File: src/rtl/sar_rd_pkg.sv
package sar_rd_pkg;

  typedef enum logic [1:0] {
    S_IDLE  = 2'd0,
    S_CONV  = 2'd1,
    S_READ  = 2'd2,
    S_GUARD = 2'd3
  } seq_state_t;

  // nanoseconds to system clocks, rounded up so a wait is never short
  function automatic int unsigned ns_to_cyc(longint unsigned ns, longint unsigned hz);
    longint unsigned prod;
    prod = ns * hz + 64'd999_999_999;
    return int'(prod / 64'd1_000_000_000);
  endfunction

  function automatic int unsigned max_u(int unsigned a, int unsigned b);
    return (a > b) ? a : b;
  endfunction

endpackage

File: src/rtl/sar_seq_fsm.sv
module sar_seq_fsm
  import sar_rd_pkg::*;
#(
  parameter int unsigned CONV_CYC    = 660,
  parameter int unsigned GUARD_CYC   = 20,
  parameter int unsigned CNV_LOW_CYC = 4
) (
  input  logic clk,
  input  logic rst_n,
  input  logic start_req,
  input  logic read_last,
  output logic launch,
  output logic go_read,
  output logic conv_busy,
  output logic quiet,
  output logic cnv_n
);
  localparam int unsigned MAXC  = max_u(CONV_CYC, GUARD_CYC);
  localparam int unsigned CNT_W = $clog2(MAXC + 1);

  seq_state_t       st;
  logic [CNT_W-1:0] cnt;
  logic             pend;
  logic             guard_end;

  assign launch    = (st == S_IDLE) && (start_req || pend);
  assign go_read   = (st == S_CONV) && (cnt == CNT_W'(CONV_CYC - 1));
  assign guard_end = (st == S_GUARD) && (cnt == CNT_W'(GUARD_CYC - 1));
  assign conv_busy = (st == S_CONV);
  assign quiet     = (st == S_IDLE) || (st == S_GUARD) || (st == S_CONV);
  assign cnv_n     = !((st == S_CONV) && (cnt < CNT_W'(CNV_LOW_CYC)));

  always_ff @(posedge clk or negedge rst_n) begin
    if (!rst_n) begin
      st   <= S_IDLE;
      cnt  <= '0;
      pend <= 1'b0;
    end else begin
      if (launch)         pend <= 1'b0;
      else if (start_req) pend <= 1'b1;
      unique case (st)
        S_IDLE: if (launch) begin
          st  <= S_CONV;
          cnt <= '0;
        end
        S_CONV: if (go_read) begin
          st  <= S_READ;
          cnt <= '0;
        end else begin
          cnt <= cnt + 1'b1;
        end
        S_READ: if (read_last) begin
          st  <= S_GUARD;
          cnt <= '0;
        end
        S_GUARD: if (guard_end) begin
          st  <= S_IDLE;
          cnt <= '0;
        end else begin
          cnt <= cnt + 1'b1;
        end
        default: st <= S_IDLE;
      endcase
    end
  end

  // a request seen while busy must be remembered
  p_pend_hold_r8: assert property (@(posedge clk) disable iff (!rst_n)
    (st != S_IDLE && start_req) |=> pend);

  // conversion strobe lasts at least two clocks once it falls
  p_strobe_min_r1: assert property (@(posedge clk) disable iff (!rst_n)
    $fell(cnv_n) |=> !cnv_n);

endmodule

File: src/rtl/sar_sclk_gen.sv
module sar_sclk_gen #(
  parameter int unsigned DIV_W      = 4,
  parameter int unsigned FRAME_BITS = 16
) (
  input  logic             clk,
  input  logic             rst_n,
  input  logic             go,
  input  logic [DIV_W-1:0] div,
  output logic             sclk,
  output logic             active,
  output logic             fall_evt,
  output logic             last_fall
);
  localparam int unsigned HW   = DIV_W + 1;
  localparam int unsigned PC_W = $clog2(FRAME_BITS);

  logic [HW-1:0]   hreg;
  logic [HW-1:0]   hc;
  logic [PC_W-1:0] pc;
  logic            tick;

  assign tick      = active && (hc == hreg - HW'(1));
  assign fall_evt  = tick && sclk;
  assign last_fall = fall_evt && (pc == PC_W'(FRAME_BITS - 1));

  always_ff @(posedge clk or negedge rst_n) begin
    if (!rst_n) begin
      hreg   <= HW'(1);
      hc     <= '0;
      pc     <= '0;
      sclk   <= 1'b0;
      active <= 1'b0;
    end else if (go) begin
      hreg   <= {1'b0, div} + HW'(1);
      hc     <= '0;
      pc     <= '0;
      sclk   <= 1'b0;
      active <= 1'b1;
    end else if (active) begin
      if (tick) begin
        hc   <= '0;
        sclk <= ~sclk;
        if (fall_evt) pc <= pc + 1'b1;
        if (last_fall) active <= 1'b0;
      end else begin
        hc <= hc + 1'b1;
      end
    end
  end

  // once the gate closes the clock must already be low
  p_stop_low_r9: assert property (@(posedge clk) disable iff (!rst_n)
    $fell(active) |-> !sclk);

endmodule

File: src/rtl/sar_shift_rx.sv
module sar_shift_rx #(
  parameter int unsigned FRAME_BITS = 16,
  parameter int unsigned LEAD_BITS  = 4
) (
  input  logic                           clk,
  input  logic                           rst_n,
  input  logic                           sample,
  input  logic                           last,
  input  logic                           sdata,
  output logic [FRAME_BITS-LEAD_BITS-1:0] result,
  output logic                           frame_err,
  output logic                           done
);
  localparam int unsigned DATA_W = FRAME_BITS - LEAD_BITS;

  logic [FRAME_BITS-2:0] sh;
  logic [FRAME_BITS-1:0] full;

  assign full = {sh, sdata};

  always_ff @(posedge clk or negedge rst_n) begin
    if (!rst_n) begin
      sh        <= '0;
      result    <= '0;
      frame_err <= 1'b0;
      done      <= 1'b0;
    end else begin
      done <= 1'b0;
      if (sample) sh <= {sh[FRAME_BITS-3:0], sdata};
      if (last) begin
        result    <= full[DATA_W-1:0];
        frame_err <= |full[FRAME_BITS-1 -: LEAD_BITS];
        done      <= 1'b1;
      end
    end
  end

  // a frame is only closed on a sampling edge
  p_last_on_edge_r4: assert property (@(posedge clk) disable iff (!rst_n)
    last |-> sample);

endmodule

File: src/rtl/sar_rd_host.sv
module sar_rd_host
  import sar_rd_pkg::*;
#(
  parameter int unsigned CLK_HZ      = 200_000_000,
  parameter int unsigned CONV_NS     = 3300,
  parameter int unsigned GUARD_NS    = 100,
  parameter int unsigned CNV_LOW_CYC = 4,
  parameter int unsigned DIV_W       = 4,
  parameter int unsigned FRAME_BITS  = 16,
  parameter int unsigned LEAD_BITS   = 4
) (
  input  logic                            clk,
  input  logic                            rst_n,
  input  logic                            start_req,
  input  logic [DIV_W-1:0]                div_sel,
  output logic                            cnv_n,
  output logic                            sclk,
  input  logic                            sdata,
  output logic [FRAME_BITS-LEAD_BITS-1:0] result,
  output logic                            done,
  output logic                            frame_err
);
  localparam int unsigned DATA_W    = FRAME_BITS - LEAD_BITS;
  localparam int unsigned CONV_CYC  = ns_to_cyc(CONV_NS, CLK_HZ);
  localparam int unsigned GUARD_CYC = ns_to_cyc(GUARD_NS, CLK_HZ);
  localparam int unsigned RC_W      = $clog2(FRAME_BITS + 2);
  localparam int unsigned GC_W      = $clog2(GUARD_CYC + 2);

  // internal events brought out for the checks below
  logic launch, go_read, conv_busy, quiet;
  logic gen_active, fall_evt, last_fall;

  sar_seq_fsm #(
    .CONV_CYC   (CONV_CYC),
    .GUARD_CYC  (GUARD_CYC),
    .CNV_LOW_CYC(CNV_LOW_CYC)
  ) u_seq (
    .clk      (clk),
    .rst_n    (rst_n),
    .start_req(start_req),
    .read_last(last_fall),
    .launch   (launch),
    .go_read  (go_read),
    .conv_busy(conv_busy),
    .quiet    (quiet),
    .cnv_n    (cnv_n)
  );

  sar_sclk_gen #(
    .DIV_W     (DIV_W),
    .FRAME_BITS(FRAME_BITS)
  ) u_clk (
    .clk      (clk),
    .rst_n    (rst_n),
    .go       (go_read),
    .div      (div_sel),
    .sclk     (sclk),
    .active   (gen_active),
    .fall_evt (fall_evt),
    .last_fall(last_fall)
  );

  sar_shift_rx #(
    .FRAME_BITS(FRAME_BITS),
    .LEAD_BITS (LEAD_BITS)
  ) u_rx (
    .clk      (clk),
    .rst_n    (rst_n),
    .sample   (fall_evt),
    .last     (last_fall),
    .sdata    (sdata),
    .result   (result),
    .frame_err(frame_err),
    .done     (done)
  );

  // ---------------- checker state ----------------
  logic            sclk_q;
  logic [RC_W-1:0] rise_cnt;
  logic [GC_W-1:0] gap_cnt;

  always_ff @(posedge clk or negedge rst_n) begin
    if (!rst_n) begin
      sclk_q   <= 1'b0;
      rise_cnt <= '0;
      gap_cnt  <= GC_W'(GUARD_CYC + 1);
    end else begin
      sclk_q <= sclk;
      if (launch) rise_cnt <= '0;
      else if (sclk && !sclk_q) rise_cnt <= rise_cnt + 1'b1;
      if (fall_evt) gap_cnt <= '0;
      else if (gap_cnt != GC_W'(GUARD_CYC + 1)) gap_cnt <= gap_cnt + 1'b1;
    end
  end

  p_sclk_low_at_start_r2: assert property (@(posedge clk) disable iff (!rst_n)
    $fell(cnv_n) |-> !sclk);

  p_sclk_quiet_conv_r2: assert property (@(posedge clk) disable iff (!rst_n)
    conv_busy |-> !sclk);

  p_pulse_cap_r3: assert property (@(posedge clk) disable iff (!rst_n)
    rise_cnt <= RC_W'(FRAME_BITS));

  p_full_frame_r3: assert property (@(posedge clk) disable iff (!rst_n)
    done |-> (rise_cnt == RC_W'(FRAME_BITS)));

  p_done_single_r6: assert property (@(posedge clk) disable iff (!rst_n)
    done |=> !done);

  p_result_hold_r6: assert property (@(posedge clk) disable iff (!rst_n)
    !done |-> ($stable(result) && $stable(frame_err)));

  p_guard_gap_r7: assert property (@(posedge clk) disable iff (!rst_n)
    $fell(cnv_n) |-> (gap_cnt >= GC_W'(GUARD_CYC)));

  p_idle_low_r9: assert property (@(posedge clk) disable iff (!rst_n)
    (quiet && !gen_active) |-> !sclk);

  initial begin
    p_width_ok_r4: assert (DATA_W >= 1 && LEAD_BITS >= 1 && GUARD_CYC >= 1
                           && CNV_LOW_CYC >= 2 && CONV_CYC > CNV_LOW_CYC);
  end

endmodule

File: config.mk
export PLATFORM = sky130hd
export DESIGN_NAME = sar_rd_host
export DESIGN_NICKNAME = d
export VERILOG_FILES = /design/src/rtl/sar_rd_pkg.sv /design/src/rtl/sar_seq_fsm.sv /design/src/rtl/sar_sclk_gen.sv /design/src/rtl/sar_shift_rx.sv /design/src/rtl/sar_rd_host.sv
export SDC_FILE = /design/constraint.sdc
export NUM_CORES = 1
export LEC_CHECK = 0
export BUFFER_PORTS_ARGS = -buffer_cell sky130_fd_sc_hd__buf_2
export CORE_UTILIZATION = 40
export DETAILED_ROUTE_END_ITERATION = 16
export PLACE_DENSITY = 0.57
export SLEW_MARGIN = 30
export SYNTH_ARGS = -nofsm -noshare
export SYNTH_HDL_FRONTEND = slang
export SYNTH_HIERARCHICAL = 1
export SYNTH_SLANG_ARGS = --single-unit
File: constraint.sdc
create_clock -name clk -period 4.1 [get_ports clk]
set_clock_uncertainty 0.1 [all_clocks]
set_input_delay 0.205 -clock clk [delete_from_list [all_inputs] [get_ports clk]]
set_output_delay 0.205 -clock clk [all_outputs]
set_load 0.05 [all_outputs]
==> results by group <==
Global route
  – Largest net degree at the start of global routing: 59
  – Total grt overflow: 0
  – Antenna violations before repair: 0
  – Tot GR Track Use: 14.8%
  – Vias in the first global route: 1807
  – Global-route wire length before repair: 8.36 mm

Final layout
  – Area grow syn2layout: 14.1%
  – # diodes: 0
  – Share of cells above drive strength 1: 29.9%
  – Finished Cell Area: 3250 um^2
  – Final #Nets: 286

Drt
  – Vias/cell: 4.94
  – WL final: 5.02 mm
  – Per-cell routed wire length: 13.6 um
  – ANT nets after route: 0
  – Drt first-iter violations: 83
  – Total iterations of the first detailed-routing run: 4
  – # DRC: 0
  – Detailed-route via count: 1826

Worst setup path
  – Worst setup SP type: flip-flop
  – Kind of end point of the critical path: flip-flop
  – Crit path max fanout: 9
  – Max stage delay on crit path: 0.57 ns
  – Setup CP Type: reg2reg
  – Cell breakdown of the critical path: inv_1 > ha_1 > xnor2_1 > nor3_1 > nand3_1 > nor3_2 > nor2b_1 > a21o_1 > a211oi_4 > mux2_4
  – Worst Path Required: 4.22 ns
  – CP max-delay cell: dfstp_2
  – Critical Path AT: 3.28 ns

Floorplanning
  – I/O pin count: 24
  – Cell row count: 30
  – Core area: 6830 um^2
  – Initial Util: 41.7%
  – Die X: 86.4 um
  – Die Height: 86.4 um
  – Die ar.: 7470 um^2

Timing
  – Max Slew Vio Count: 0
  – Final setup violation count: 0
  – Total negative slack: 0 ns
  – Final hold violations: 0
  – Tmin final: 3.16 ns
  – FMAX: 317 MHz
  – RSZ-0062 raised after global routing: no
  – Post-route clock period utilization: 77.0%
  – Slew HR: 51.1%
  – Setup ws final: 0.941 ns
  – Worst Tran Pin Value: 0.733 ns

Min path
  – Worst Hold Class: in2reg

Synth
  – YS warnings: 6
  – Cells after synthesis: 239
  – Syn nets: 256
  – Netlist Area Pre-Place: 2850 um^2
  – Syn Area/Cell: 11.9 um^2

Clock tree
  – H-tree Lvls: 3
  – Clk root buf: clkbuf_8
  – CTS Buffer Depth: 2
  – CTS tree: done
  – Post-cts sizing count: 0
  – CTS Sinks: 58
  – Clk_lat worst skew: 0.33 ns
  – Clock-pin slew on the worst setup and hold paths: 0.06 ns
  – Num CTS Buffers: 9

Placed design
  – GPL Wtd Cong: 0.754
  – Dpl ws: 0.953 ns
  – Dpl hpwl: 3.36 mm
  – PortBufs: 23
  – Area after DPL: 3040 um^2

Power and ir drop
  – PwrDens: 332 nW/um^2
  – Peak supply drop: 0.000224 V
  – Leak: 1.51 nW

Flow run
  – Max-cap check violation count: 0

Run status
  – Outcome: completed
[sequential cells by signal (all words and copies together) (netlist names), 2 cells and up]
signal / count
u_rx/result: 12
u_seq/st: 2
u_clk/pc: 4
u_clk/hreg: 5
u_seq/cnt: 10
u_rx/sh: 15
u_clk/hc: 5
[placed cells by master (no fill, tap or decap), types with 2 or more instances in the layout]
master	count
dfrtp_1	57
buf_2	23
nor2_1	17
mux2_2	17
clkbuf_8	12
inv_1	11
nand2_1	11
a21oi_1	11
mux2_4	11
nand3_1	9
ha_1	9
xnor2_1	7
nand2b_1	6
xor2_1	6
o21ai_0	6
o31ai_1	5
buf_4	4
nand4_1	4
or4_1	4
nor3_1	3
mux2i_1	3
clkinv_2	2
clkinvlp_4	2
dlygate4sd3_1	2
a21o_1	2
nor4_2	2
o21bai_1	2
nor2b_1	2
nor4_1	2
a31oi_1	2
o41ai_1	2
[area by class of cell]
type	instances	area (um^2)
inverters	11	41.3
fillers	669	3580
well taps	96	120
clock buffers	12	165
multi-input cells	160	1280
clock inverters	4	25.0
flip-flops and latches	58	1450
repair buffers	29	165
[per-stage QoR]
stage,std cells,hold slack (ns),total power [mW],util [%]
after detailed placement,352,0.296,0.602,44.5
final,370,0.0295,1.08,47.6
after global placement,352,0.294,0.603,44.5
after global routing,370,0.00692,1.13,47.6
after CTS,370,0.0128,1.10,47.6
after floorplan,239,-0.191,0.586,-
[critical path: cells and delay by family, from the launching register on]
kind | cells | cell delay, ns
and+or+nand+nor | 4 | 0.85
AOI/OAI and AO/OA | 2 | 0.72
muxes | 1 | 0.34
xor gates and xnor gates | 1 | 0.12
DFF | 1 | 0.57
adders and majority gates | 1 | 0.29
buffers and inverters | 1 | 0.05
[metal layers]
layer	track usage, %	vias to the layer above	routed length (um)
met1	19.0	891	2510
met4	4.55	0	58
met2	23.0	22	2280
met3	5.81	5	174
met5	0	-	0
li1	-	908	-
[timing repair]
item,CTS,global route
hold buffers,2,0
hold endpoints to repair,58,0
buffers inserted,0,0
[power by group]
part	switching, mW	total (mW)	leakage [nW]	internal, mW
Combinational	0.0139	0.0198	0.657	0.00581
Sequential	0.00000000000000000534	0.572	0.761	0.572
Clock	0.223	0.489	0.0944	0.266
Total	0.237	1.08	1.51	0.844
[path summary, 6_finish.rpt]
| kind | startpoint | to | slack [ns] | cells after the start |
|---|---|---|---|---|
| worst min register to register | u_rx/result[6] | u_rx/result[6] | 0.40 | 1 |
| min in group asynchronous | rst_n | u_clk/hc[2] | 0.45 | 3 |
| worst max register to register | u_clk/hreg[0] | u_seq/st[1] | 0.94 | 10 |
| worst min-delay path | sdata | u_rx/result[0] | 0.03 | 2 |
| worst max-delay path | u_clk/hreg[0] | u_seq/st[1] | 0.94 | 10 |
| max in group asynchronous | rst_n | u_rx/result[3] | 2.95 | 3 |
Power figures use the tool's default switching activity.
